**config.mk**
```make
export PLATFORM = sky130hd
export DESIGN_NAME = shift_alu
export DESIGN_NICKNAME = d
export VERILOG_FILES = /design/src/rtl/shift_alu_pkg.sv /design/src/rtl/shift_alu_dec.sv /design/src/rtl/shift_alu_amt.sv /design/src/rtl/shift_alu_core.sv /design/src/rtl/shift_alu.sv
export SDC_FILE = /design/constraint.sdc
export NUM_CORES = 1
export LEC_CHECK = 0
export BUFFER_PORTS_ARGS = -buffer_cell sky130_fd_sc_hd__buf_2
export CORE_MARGIN = 2
export CORE_UTILIZATION = 55
export DETAILED_ROUTE_END_ITERATION = 16
export PLACE_DENSITY_LB_ADDON = 0.05
export REMOVE_ABC_BUFFERS = 1
export SYNTH_ARGS = -nofsm -noshare
export SYNTH_HDL_FRONTEND = slang
export SYNTH_SLANG_ARGS = --single-unit
```
**constraint.sdc**
```tcl
create_clock -name vclk -period 8.8
set_clock_uncertainty 0.2 [all_clocks]
set_input_delay 0.88 -clock vclk [all_inputs]
set_output_delay 0.88 -clock vclk [all_outputs]
set_load 0.01 [all_outputs]
```
**src/rtl/shift_alu_pkg.sv**
```systemverilog
package shift_alu_pkg;

  typedef enum logic [3:0] {
    OP_AND  = 4'b0000,
    OP_OR   = 4'b0001,
    OP_ADD  = 4'b0010,
    OP_SUB  = 4'b0110,
    OP_SLT  = 4'b0111,
    OP_SLLV = 4'b1000,
    OP_SRLV = 4'b1001,
    OP_SLL  = 4'b1010,
    OP_SRL  = 4'b1011
  } alu_op_e;

  localparam logic [1:0] CLS_ADD = 2'b00;
  localparam logic [1:0] CLS_SUB = 2'b01;

  localparam logic [5:0] FN_SLL  = 6'h00;
  localparam logic [5:0] FN_SRL  = 6'h02;
  localparam logic [5:0] FN_SLLV = 6'h04;
  localparam logic [5:0] FN_SRLV = 6'h06;
  localparam logic [5:0] FN_ADD  = 6'h20;
  localparam logic [5:0] FN_SUB  = 6'h22;
  localparam logic [5:0] FN_AND  = 6'h24;
  localparam logic [5:0] FN_OR   = 6'h25;
  localparam logic [5:0] FN_SLT  = 6'h2A;

endpackage

```
**src/rtl/shift_alu_dec.sv**
```systemverilog
module shift_alu_dec
  import shift_alu_pkg::*;
(
  input  logic [1:0] alu_class,
  input  logic [5:0] funct,
  output alu_op_e    op
);

  alu_op_e fn_op;

  // function-field decode; unlisted codes fall back to add
  always_comb begin
    case (funct)
      FN_ADD:  fn_op = OP_ADD;
      FN_SUB:  fn_op = OP_SUB;
      FN_AND:  fn_op = OP_AND;
      FN_OR:   fn_op = OP_OR;
      FN_SLT:  fn_op = OP_SLT;
      FN_SLL:  fn_op = OP_SLL;
      FN_SRL:  fn_op = OP_SRL;
      FN_SLLV: fn_op = OP_SLLV;
      FN_SRLV: fn_op = OP_SRLV;
      default: fn_op = OP_ADD;
    endcase
  end

  // class override has priority over the function field
  always_comb begin
    case (alu_class)
      CLS_ADD: op = OP_ADD;
      CLS_SUB: op = OP_SUB;
      default: op = fn_op;
    endcase
  end

endmodule

```
**src/rtl/shift_alu_amt.sv**
```systemverilog
module shift_alu_amt
  import shift_alu_pkg::*;
#(
  parameter int SHW = 5
) (
  input  alu_op_e        op,
  input  logic [SHW-1:0] shamt,
  input  logic [SHW-1:0] rs_low,
  output logic [SHW-1:0] amt
);

  // bit 1 of a shift code marks the constant-distance forms
  logic use_const;

  always_comb begin
    use_const = op[1];
    amt       = use_const ? shamt : rs_low;
  end

endmodule

```
**src/rtl/shift_alu_core.sv**
```systemverilog
module shift_alu_core
  import shift_alu_pkg::*;
#(
  parameter int DATA_W = 32,
  parameter int SHW    = 5
) (
  input  alu_op_e           op,
  input  logic [DATA_W-1:0] a,
  input  logic [DATA_W-1:0] b,
  input  logic [SHW-1:0]    amt,
  output logic [DATA_W-1:0] y,
  output logic              y_zero
);

  logic              inv_b;
  logic [DATA_W-1:0] b_eff;
  logic [DATA_W-1:0] sum;
  logic              less;
  logic [DATA_W-1:0] shl;
  logic [DATA_W-1:0] shr;

  // one adder serves add, subtract and compare
  always_comb begin
    inv_b = (op == OP_SUB) || (op == OP_SLT);
    b_eff = b ^ {DATA_W{inv_b}};
    sum   = a + b_eff + {{(DATA_W-1){1'b0}}, inv_b};
  end

  // signed compare: differing signs decide directly, else the difference sign
  always_comb begin
    if (a[DATA_W-1] != b[DATA_W-1]) less = a[DATA_W-1];
    else                            less = sum[DATA_W-1];
  end

  always_comb begin
    shl = b << amt;
    shr = b >> amt;
  end

  always_comb begin
    case (op)
      OP_AND:           y = a & b;
      OP_OR:            y = a | b;
      OP_SLT:           y = {{(DATA_W-1){1'b0}}, less};
      OP_SLL, OP_SLLV:  y = shl;
      OP_SRL, OP_SRLV:  y = shr;
      default:          y = sum;
    endcase
    y_zero = ~|y;
  end

endmodule

```
**src/rtl/shift_alu.sv**
```systemverilog
module shift_alu
  import shift_alu_pkg::*;
#(
  parameter  int DATA_W = 32,
  localparam int SHW    = $clog2(DATA_W)
) (
  input  logic [1:0]        alu_class,
  input  logic [5:0]        funct,
  input  logic [SHW-1:0]    shamt,
  input  logic [DATA_W-1:0] src_a,
  input  logic [DATA_W-1:0] src_b,
  output logic [DATA_W-1:0] result,
  output logic              zero
);

  alu_op_e        op;
  logic [SHW-1:0] amt;

  shift_alu_dec u_dec (
    .alu_class (alu_class),
    .funct     (funct),
    .op        (op)
  );

  shift_alu_amt #(.SHW(SHW)) u_amt (
    .op     (op),
    .shamt  (shamt),
    .rs_low (src_a[SHW-1:0]),
    .amt    (amt)
  );

  shift_alu_core #(.DATA_W(DATA_W), .SHW(SHW)) u_core (
    .op     (op),
    .a      (src_a),
    .b      (src_b),
    .amt    (amt),
    .y      (result),
    .y_zero (zero)
  );

endmodule

```
## After elaboration in Yosys (flattened, before gate mapping)

Cells that the tools add are included.

| operators by class | value |
|---|---|
| shift operators | 2 |
| add/sub/neg operators | 2 |
| equal/unequal tests | 16 |
| reduce and logical (&&, ||, !) cells | 8 |
| bitwise operators | 3 |
| multiplexer cells | 5 |

Operators with widths:

| kind | number |
|---|---|
| 32-bit one-hot mux with 5 select lines | 1 |
| 32-bit by 1-bit adder with 32-bit output | 1 |
| 32-bit adder | 1 |
| 32-bit bitwise AND | 1 |
| 32-bit bitwise OR | 1 |
| 4-bit one-hot mux with 8 select lines | 1 |
| 32-bit OR reduction | 1 |
| 32-bit by 5-bit << shifter with 32-bit output | 1 |
| 32-bit by 5-bit >> shifter with 32-bit output | 1 |
| 32-bit XOR | 1 |
| 6-bit equality test, second input constant | 4 |
| 4-bit equality test, second input constant | 4 |
| 6-bit by 3-bit equality test with 1-bit output, second input constant | 2 |
| 4-bit by 3-bit equality test with 1-bit output, second input constant | 2 |
| 4-bit one-hot mux with 2 select lines | 1 |
| 6-bit by 2-bit equality test with 1-bit output, second input constant | 1 |
| 6-bit zero test | 1 |
| 5-bit 2-to-1 mux | 1 |
| 4-bit by 1-bit equality test with 1-bit output, second input constant | 1 |
| 4-bit zero test | 1 |
| 2-bit OR reduction | 2 |
| 2-bit by 1-bit equality test with 1-bit output, second input constant | 1 |
| 2-bit zero test | 1 |
| 1-bit zero test | 1 |
| 3 further kinds | 3 |

| word-level totals | value |
|---|---|
| input bits | 77 |
| output and inout port bits | 33 |
| bits in registers | 0 |

## Logic depth before layout (Yosys ltp)

Gate-level depths: netlist (run 1).

| depth | value |
|---|---|
| word-level depth | 12 |
| mapped depth | 19 |

## Cells and area by module

A second synthesis (run 1) with hierarchy kept.

| unflattened totals | value |
|---|---|
| cell total of the unflattened synthesis | 995 |
| area, all modules | 7484.7 µm² |

Modules (own cells, without submodules):

| module | seq. area each (µm²) | cells each | instances | area an instance (µm²) |
|---|---|---|---|---|
| shift_alu_core | 0.0 | 978 | 1 | 7340.8 |
| shift_alu_dec | 0.0 | 12 | 1 | 87.6 |
| shift_alu_amt | 0.0 | 5 | 1 | 56.3 |

## Least setup slack after synthesis (run 1)

Ideal clock, no wire load.

| timing path | value |
|---|---|
| path kind | input port to output port |
| from | input port funct[0] |
| to | output port zero |
| setup slack | 1.475 ns |
| data required time | 7.720 ns |
| cell stages on the path | 18 |
| arrival time | 6.245 ns |
| path through | clkbuf_1 > nor4bb_1 > a21oi_1 > clkbuf_1 > xnor2_1 > fa_1 > a21o_1 > a221oi_1 > o21ai_0 > a41oi_1 > xor2_1 > nor2_1 > or4_1 > a211o_1 > or4_1 > or4_1 > or4_1 > nor3b_2 |

| between the ends | value |
|---|---|
| elaborated cells on any way between the ends | 31 |
| those cells by class | add/sub: 2; eq/ne: 14; shift: 2; mux: 5; bitwise: 1; reduce/logical: 7 |

RTL lines:

| element | RTL line | source |
|---|---|---|
| start, declared | shift_alu.sv:8 | `input logic [5:0] funct,` |
| 6-bit by 3-bit equality test with 1-bit output (tied with other cells) | shift_alu_dec.sv:13 | `case (funct)` |
| 4-bit one-hot mux with 8 select lines * | shift_alu_dec.sv:13 |  |
| 4-bit one-hot mux with 2 select lines * | shift_alu_dec.sv:29 | `case (alu_class)` |
| 4-bit by 3-bit equality test with 1-bit output (on tied branches) | shift_alu_core.sv:24, shift_alu_core.sv:41 |  |
| 1-bit logical OR | shift_alu_core.sv:24 | `inv_b = (op == OP_SUB) \|\| (op == OP_SLT);` |
| 32-bit XOR | shift_alu_core.sv:25 | `b_eff = b ^ {DATA_W{inv_b}};` |
| 32-bit adder | shift_alu_core.sv:26 | `sum = a + b_eff + {{(DATA_W-1){1'b0}}, inv_b};` |
| 32-bit by 1-bit adder with 32-bit output | shift_alu_core.sv:26 |  |
| 32-bit one-hot mux with 5 select lines * | shift_alu_core.sv:41 | `case (op)` |
| net result[14] | shift_alu.sv:12 | `output logic [DATA_W-1:0] result,` |
| 32-bit OR reduction * | shift_alu_core.sv:49 | `y_zero = ~\|y;` |
| 1-bit zero test * | shift_alu_core.sv:49 |  |
| end, declared | shift_alu.sv:13 | `output logic zero` |

The timed path passes the listed nets; every way through them passes the cells marked *.

## Worst setup path after layout (run 1)

| timing path | value |
|---|---|
| from | input port funct[1] |
| to | output port zero |

| between the ends | value |
|---|---|
| longest elaborated chain between the ends | 12 |
| elaborated cells on any way between the ends | 31 |
| those cells by class | add/sub: 2; eq/ne: 14; shift: 2; mux: 5; bitwise: 1; reduce/logical: 7 |

RTL lines:

| element | RTL line | source |
|---|---|---|
| 6-bit by 3-bit equality test with 1-bit output (tied with other cells) | shift_alu_dec.sv:13 |  |
| 4-bit one-hot mux with 8 select lines * | shift_alu_dec.sv:13 |  |
| 4-bit one-hot mux with 2 select lines * | shift_alu_dec.sv:29 |  |
| 4-bit by 3-bit equality test with 1-bit output (on tied branches) | shift_alu_core.sv:24, shift_alu_core.sv:41 |  |
| 1-bit logical OR | shift_alu_core.sv:24 |  |
| 32-bit XOR | shift_alu_core.sv:25 |  |
| 32-bit adder | shift_alu_core.sv:26 |  |
| 32-bit by 1-bit adder with 32-bit output | shift_alu_core.sv:26 |  |
| 1-bit 2-to-1 mux | shift_alu_core.sv:31 | `if (a[DATA_W-1] != b[DATA_W-1]) less = a[DATA_W-1];` |
| 32-bit one-hot mux with 5 select lines * | shift_alu_core.sv:41 |  |
| 32-bit OR reduction * | shift_alu_core.sv:49 |  |
| 1-bit zero test * | shift_alu_core.sv:49 |  |

Mark *: on every way between the ends. The rest lies on a longest branch, timed or not.

==> results.md, run 1 <==
- 1st-pass router iterations: 7
- Hold path depth: 5
- Setup crit start kind: primary input
- Syn_area_per_cell: 6.55 um2
- Worst-Margin Slew: 1.07 ns
- Postcts setup bufs: 0
- Reg power frac: 0
- Fin nets: 1,386
- WP data arrival: 7.15 ns
- Fin area: 8770 um2
- GRT overflow: 0
- Pint: slightly below 0.0003 W
- Slew HR: 0.285
- Via count: 11,300
- Pleak: 3.41 nW
- Row count: 44
- Min Tclk post-route: roughly 8.2 ns
- Power per cell area: a little over 90 nW/um2
- CP endpoint kind: output pin
- Register area share after synthesis: 0
- Crit-path most repeated cell: or4_1
- Hold path start: src_a[23]
- Max incr delay on CP: 0.69 ns
- Ports: 110
- Worst path cell trace: buf_2 > nor4bb_1 > a21oi_4 > buf_4 > xnor2_1 > ha_1 > and3_1 > a221oi_1 > o21ai_0 > a41oi_1 > xor2_1 > nor2_1 > or4_1 > a211o_1 > or4_1 > or4_1 > or4_1 > nor3b_2 > buf_2
- Synthesis-to-finish area growth: 7.53%
- Hold crit path type: primary input to output pin
- DRC Markers: 0
- Pin count of the biggest net entering global routing: 41
- Final Hold Vio Count: 0
- Setup WS pre-CTS: 0.683 ns
- GRT Util Overall: 0.491
- Post-route worst setup slack: 0.573 ns
- DR iter-0 viols: 1,813
- Die Y: 126 um
- Period utilisation layout: 0.935
- VDD IR-drop max: 0.0731 mV
- Max Cap Violations: 0
- Final sequential cell count: 0
- Synth Cell Area: 8150 um2
- Vias in the first global route: 10,400
- Wire length per cell: 28.4 um
- Routability cong.: 1.06
- Initial antenna violation count: 0
- Switching power: about 0.00052 W
- DIE WIDTH: approximately 130 um
- CLK BUF: 0
- I/O Buffers: 110
- Antenna cells: 0
- Met3 WL post-DR: roughly 6.2 mm
- Share of layout cells above drive strength 1: 0.161
- Yosys warns: 0
- Final setup violation count: 0
- Pins Over Slew Limit: 0
- Post-DRT Antenna Nets: 0
- Crit Path Class: primary input to output pin
- Flip-flop and latch area: 0 um2
- Core Area: 14,500 um2
- Vias per cell: approximately 8
- Met2 WL: 17.5 mm
- Peak Freq: 122 MHz
- First-pass GRT wire length: 61.6 mm
- WL final: slightly above 40 mm
- Wl on met1: roughly 15 mm
- Fraction of power spent switching nets: 0.641
- Worst path slowest cell: nor4bb_1
- Cells after synthesis: approximately 1,200
- Placement-stage cell area: 8770 um2
- Library cells used by synthesis: 98
- Die ar.: 15,800 um2
- HPWL after detailed placement: approximately 31 mm
- Worst Hold End: result[23]
- Comb power frac: 1.000
- CTS resizes: 0
- Run status: finished clean
- Initial Utilization: 0.561
- Top sig layer: met4
- RSZ-0062 raised after global routing: false
- CP Max Fanout: 29
- Required time of the critical path: 7.72 ns
- Clock Power Share: 0
- CTS Hold Buffers Added: 0
[kinds of logic after synthesis]
group	Yosys count	share of synthesized area
and+or+nand+nor	438	0.265
muxes	61	0.0907
xor gates and xnor gates	56	0.0602
AOI/OAI and AO/OA	476	0.417
buffers and inverters	152	0.0783
adders and majority gates	62	0.0881
[power groups by stage]
stage,Combinational (W),Clock (W),Sequential [W]
after floorplan,0.000480,0,0
final,0.000815,0,0
after global routing,0.000851,0,0
after detailed placement,0.000770,0,0
after global placement,0.000762,0,0
after CTS,0.000775,0,0
[cells in the mapped netlist, drive strengths merged (25+ instances only)]
library cell | n | area, um2
nand2 | 158 | 606
a21oi | 95 | 483
nor2 | 85 | 329
clkbuf | 77 | 295
o21ai | 75 | 379
nand3 | 57 | 295
buf | 45 | 230
mux2i | 42 | 424
xnor2 | 42 | 368
ha | 35 | 438
nand2b | 30 | 188
o211ai | 30 | 225
inv | 29 | 109
nor3 | 29 | 161
maj3 | 26 | 260
a211oi | 25 | 193
[cell usage in the layout (no fill, tap or decap), drive strengths merged, types with 6 or more instances in the layout]
cell type    n
nor3        29
a21boi       7
o211ai      30
nand3       57
a22oi       20
a22o         7
a2111oi     19
or4          7
o21ai       75
nand2b      30
o221ai      11
and3        16
a31oi       17
inv         29
maj3        26
a21oi       95
a211o        7
xnor2       42
nor2b        6
o21bai       8
ha          35
a221o       12
o2111ai      7
nand2      158
mux2        11
a32oi        8
o31ai       11
nand4       11
mux2i       42
a311oi      18
and2         9
nor2        85
a211oi      25
a221oi      18
buf        148
o22ai       20
mux4         8
xor2        14
a21o        18
[final cells by class]
| class | count | area [um2] |
|---|---|---|
| fill | 1422 | 5770 |
| timing repair buffer | 148 | 836 |
| inverter | 30 | 113 |
| tap | 184 | 230 |
| multi-input combinational | 1093 | 7590 |
[worst max-delay path: cells and delay by family]
family / cells / cell delay, ns
fa+ha+maj: 1 / 0.36
compound gates: 5 / 1.61
buf+inv: 3 / 0.65
simple gates: 8 / 3.27
xor+xnor: 2 / 0.39
[metrics by stage]
stage               total power [W]  setup TNS, ns  instances   util  hold WS (ns)
finish                     0.000815              0       1455  0.603          2.19
global route               0.000851              0       1455  0.603          2.21
CTS                        0.000775              0       1455  0.603          2.15
detailed placement         0.000770              0       1455  0.603          2.15
global placement           0.000762              0       1455  0.603          2.16
floorplan                  0.000480        -0.0598       1123      -          1.80
[worst max path at each step]
stage	slack, ns	cells past startpoint	endpoint	startpoint
after floorplan	-0.06	12	zero	funct[5]
after global placement	0.89	19	zero	funct[1]
after detailed placement	0.68	19	zero	funct[1]
after CTS	0.65	19	zero	funct[1]
after global routing	0.24	19	zero	funct[1]
final	0.57	19	zero	funct[1]
[routing by layer]
layer	track usage	up-vias
met5	0	-
met4	0.187	0
met3	0.112	233
met2	0.765	1059
met1	0.662	5165
li1	-	4872
Note: power is estimated with default switching activity, not from simulation.
==> inputs of run 2 (changes only) <==
Settings changed: PLACE_DENSITY from default to 0.78, PLACE_DENSITY_LB_ADDON 0.05 to default.
==> results.md, run 2 (synthesis results as in run 1) <==
- Max incr delay on CP: 0.69 ns (about the same)
- Final TNS setup: 0 ns (unchanged)
- Flip-flop and latch area: 0 um2 (unchanged)
- Initial antenna violation count: 1 (+1)
- 1st-pass router iterations: 7 (unchanged)
- Power per cell area: 91.8 nW/um2 (-1.2%)
- Commonest non-fill, non-tap cell in the layout: nand2_1
- Ports: 110 (unchanged)
- HPWL after detailed placement: 30.6 mm (-2.3%)
- Crit Path Class: primary input to output pin
- Vias per cell: 7.59 (-2.5%)
- Setup crit start kind: primary input
- Most frequent cells in the layout: nand2_1 (155), buf_2 (110), a21oi_1 (92)
- Pleak: 3.39 nW (-0.64%)
- CLK BUF: 0 (unchanged)
- Worst path bufs/invs: 3 (unchanged)
- CP endpoint kind: output pin
- Core Area: 14,500 um2 (unchanged)
- Synthesis-to-finish area growth: 7.04%
- Crit path launch: funct[1]
- Fraction of power spent switching nets: 0.639 (-0.00287)
- Final sequential cell count: 0 (unchanged)
- Slew HR: 0.272 (-0.0135)
- Final Hold Vio Count: 0 (unchanged)
- Crit-path most repeated cell: or4_1
- Switching power: 0.000512 W (-2.1%)
- Share of layout cells above drive strength 1: 0.156 (-0.00411)
- DIE WIDTH: 126 um (unchanged)
- Pint: 0.000290 W (-0.87%)
- CTS resizes: 0 (unchanged)
- Post-DRT Antenna Nets: 0 (unchanged)
- Setup WS pre-CTS: 0.806 ns (+0.124 ns)
- Routability cong.: 1.10 (+3.7%)
- Wire length per cell: 27.4 um (-3.7%)
- DR iter-0 viols: 1,728 (-4.7%)
- Post-layout utilization of the core: 0.601 (-0.00276)
- GRT Util Overall: 0.479 (-0.0126)
- WL final: 39.8 mm (-3.9%)
- Initial Utilization: 0.561 (unchanged)
- Peak Freq: 123 MHz (+1.5%)
- Post-route worst setup slack: 0.691 ns (+0.118 ns)
- Pin count of the biggest net entering global routing: 41 (unchanged)
- GRT overflow: 0 (unchanged)
- Vias in the first global route: 10,200 (-2.2%)
- Pins Over Slew Limit: 0 (unchanged)
- First-pass GRT wire length: 60.7 mm (-1.5%)
- Postcts setup bufs: 0 (unchanged)
- Max Cap Violations: 0 (unchanged)
- Placed insts: 1,450 (-0.34%)
- I/O Buffers: 110 (unchanged)
- Die ar.: 15,800 um2 (unchanged)
- CTS Hold Buffers Added: 0 (unchanged)
- Reg power frac: 0 (unchanged)
- DRC Markers: 0 (unchanged)
- Row count: 44 (unchanged)
- WP data arrival: 7.03 ns (-0.12 ns)
- VDD IR-drop max: 0.0525 mV (-28%)
- Run status: finished clean
- Comb power frac: 1.000 (about the same)
- Final setup violation count: 0 (unchanged)
- Worst-Margin Slew: 1.09 ns (+0.0202 ns)
- Required time of the critical path: 7.72 ns (about the same)
- Min Tclk post-route: 8.11 ns (-0.118 ns)
- Period utilisation layout: 0.921 (-0.0134)
- Via count: 11,000 (-2.7%)
- Worst path cell trace: buf_2 > nor4bb_1 > a21oi_4 > buf_4 > xnor2_1 > ha_1 > and3_1 > a221oi_1 > o21ai_0 > a41oi_1 > xor2_1 > nor2_1 > or4_1 > a211o_1 > or4_1 > or4_1 > or4_1 > nor3b_2 > buf_2
- Hold crit path type: primary input to output pin
- Fin nets: 1,381 (-0.36%)
- RSZ-0062 raised after global routing: false
- Hold path start: funct[4]
- CP top delay family: simple AND/OR/NAND/NOR gates
- Die Y: 126 um (unchanged)
- Clock Power Share: 0 (unchanged)
- Worst path slowest cell: nor4bb_1
- CP Max Fanout: 29 (unchanged)
- Fin cells: 1,451 (-0.27%)
[run 2: changes by cell type in the layout (fill, tap and decap cells not counted), sizes merged]
cell	before	now
buf	148	143
diode	0	1
[run 2: power groups by stage]
| stage | Sequential, W | Clock [W] | Combinational, W |
|---|---|---|---|
| after floorplan | 0 | 0 | 0.000480 |
| after global placement | 0 | 0 | 0.000758 |
| after detailed placement | 0 | 0 | 0.000763 |
| after CTS | 0 | 0 | 0.000767 |
| after global routing | 0 | 0.0000000000152 | 0.000847 |
| final | 0 | 0.0000000000152 | 0.000802 |
[run 2: metal layers]
metal	global-route usage	up-vias	routed length, um
met5	0	-	0
met4	0.204	0	2150
met3	0.110	151	5380
met2	0.713	852	16500
met1	0.662	5150	15700
li1	-	4865	-
[run 2: final timing paths]
path                      to  slack [ns]  cells after the start
setup / recovery        zero        0.69                     19
hold / removal    result[11]        2.15                      5
[run 2: metrics by stage]
step           hold slack [ns]  power [W]  cell area (um2)
3_5_place_dp              2.13   0.000763             8730
6_report                  2.15   0.000802             8730
3_3_place_gp              2.13   0.000758             8730
4_1_cts                   2.13   0.000767             8730
2_1_floorplan             1.80   0.000480             7630
5_1_grt                   2.19   0.000847             8730
[run 2: layout make-up]
type                       instances  area (um2)
antenna                            1        2.50
fill                            1466        5810
inverter                          30         113
multi-input combinational       1093        7580
tap                              184         230
timing repair buffer             143         798
[run 2: tightest hold or removal path, cell delays in order]
cell	delay, ns
buf_2	0.12
nor3b_1	0.08
o2111ai_1	0.17
nand2_1	0.08
buf_2	0.14
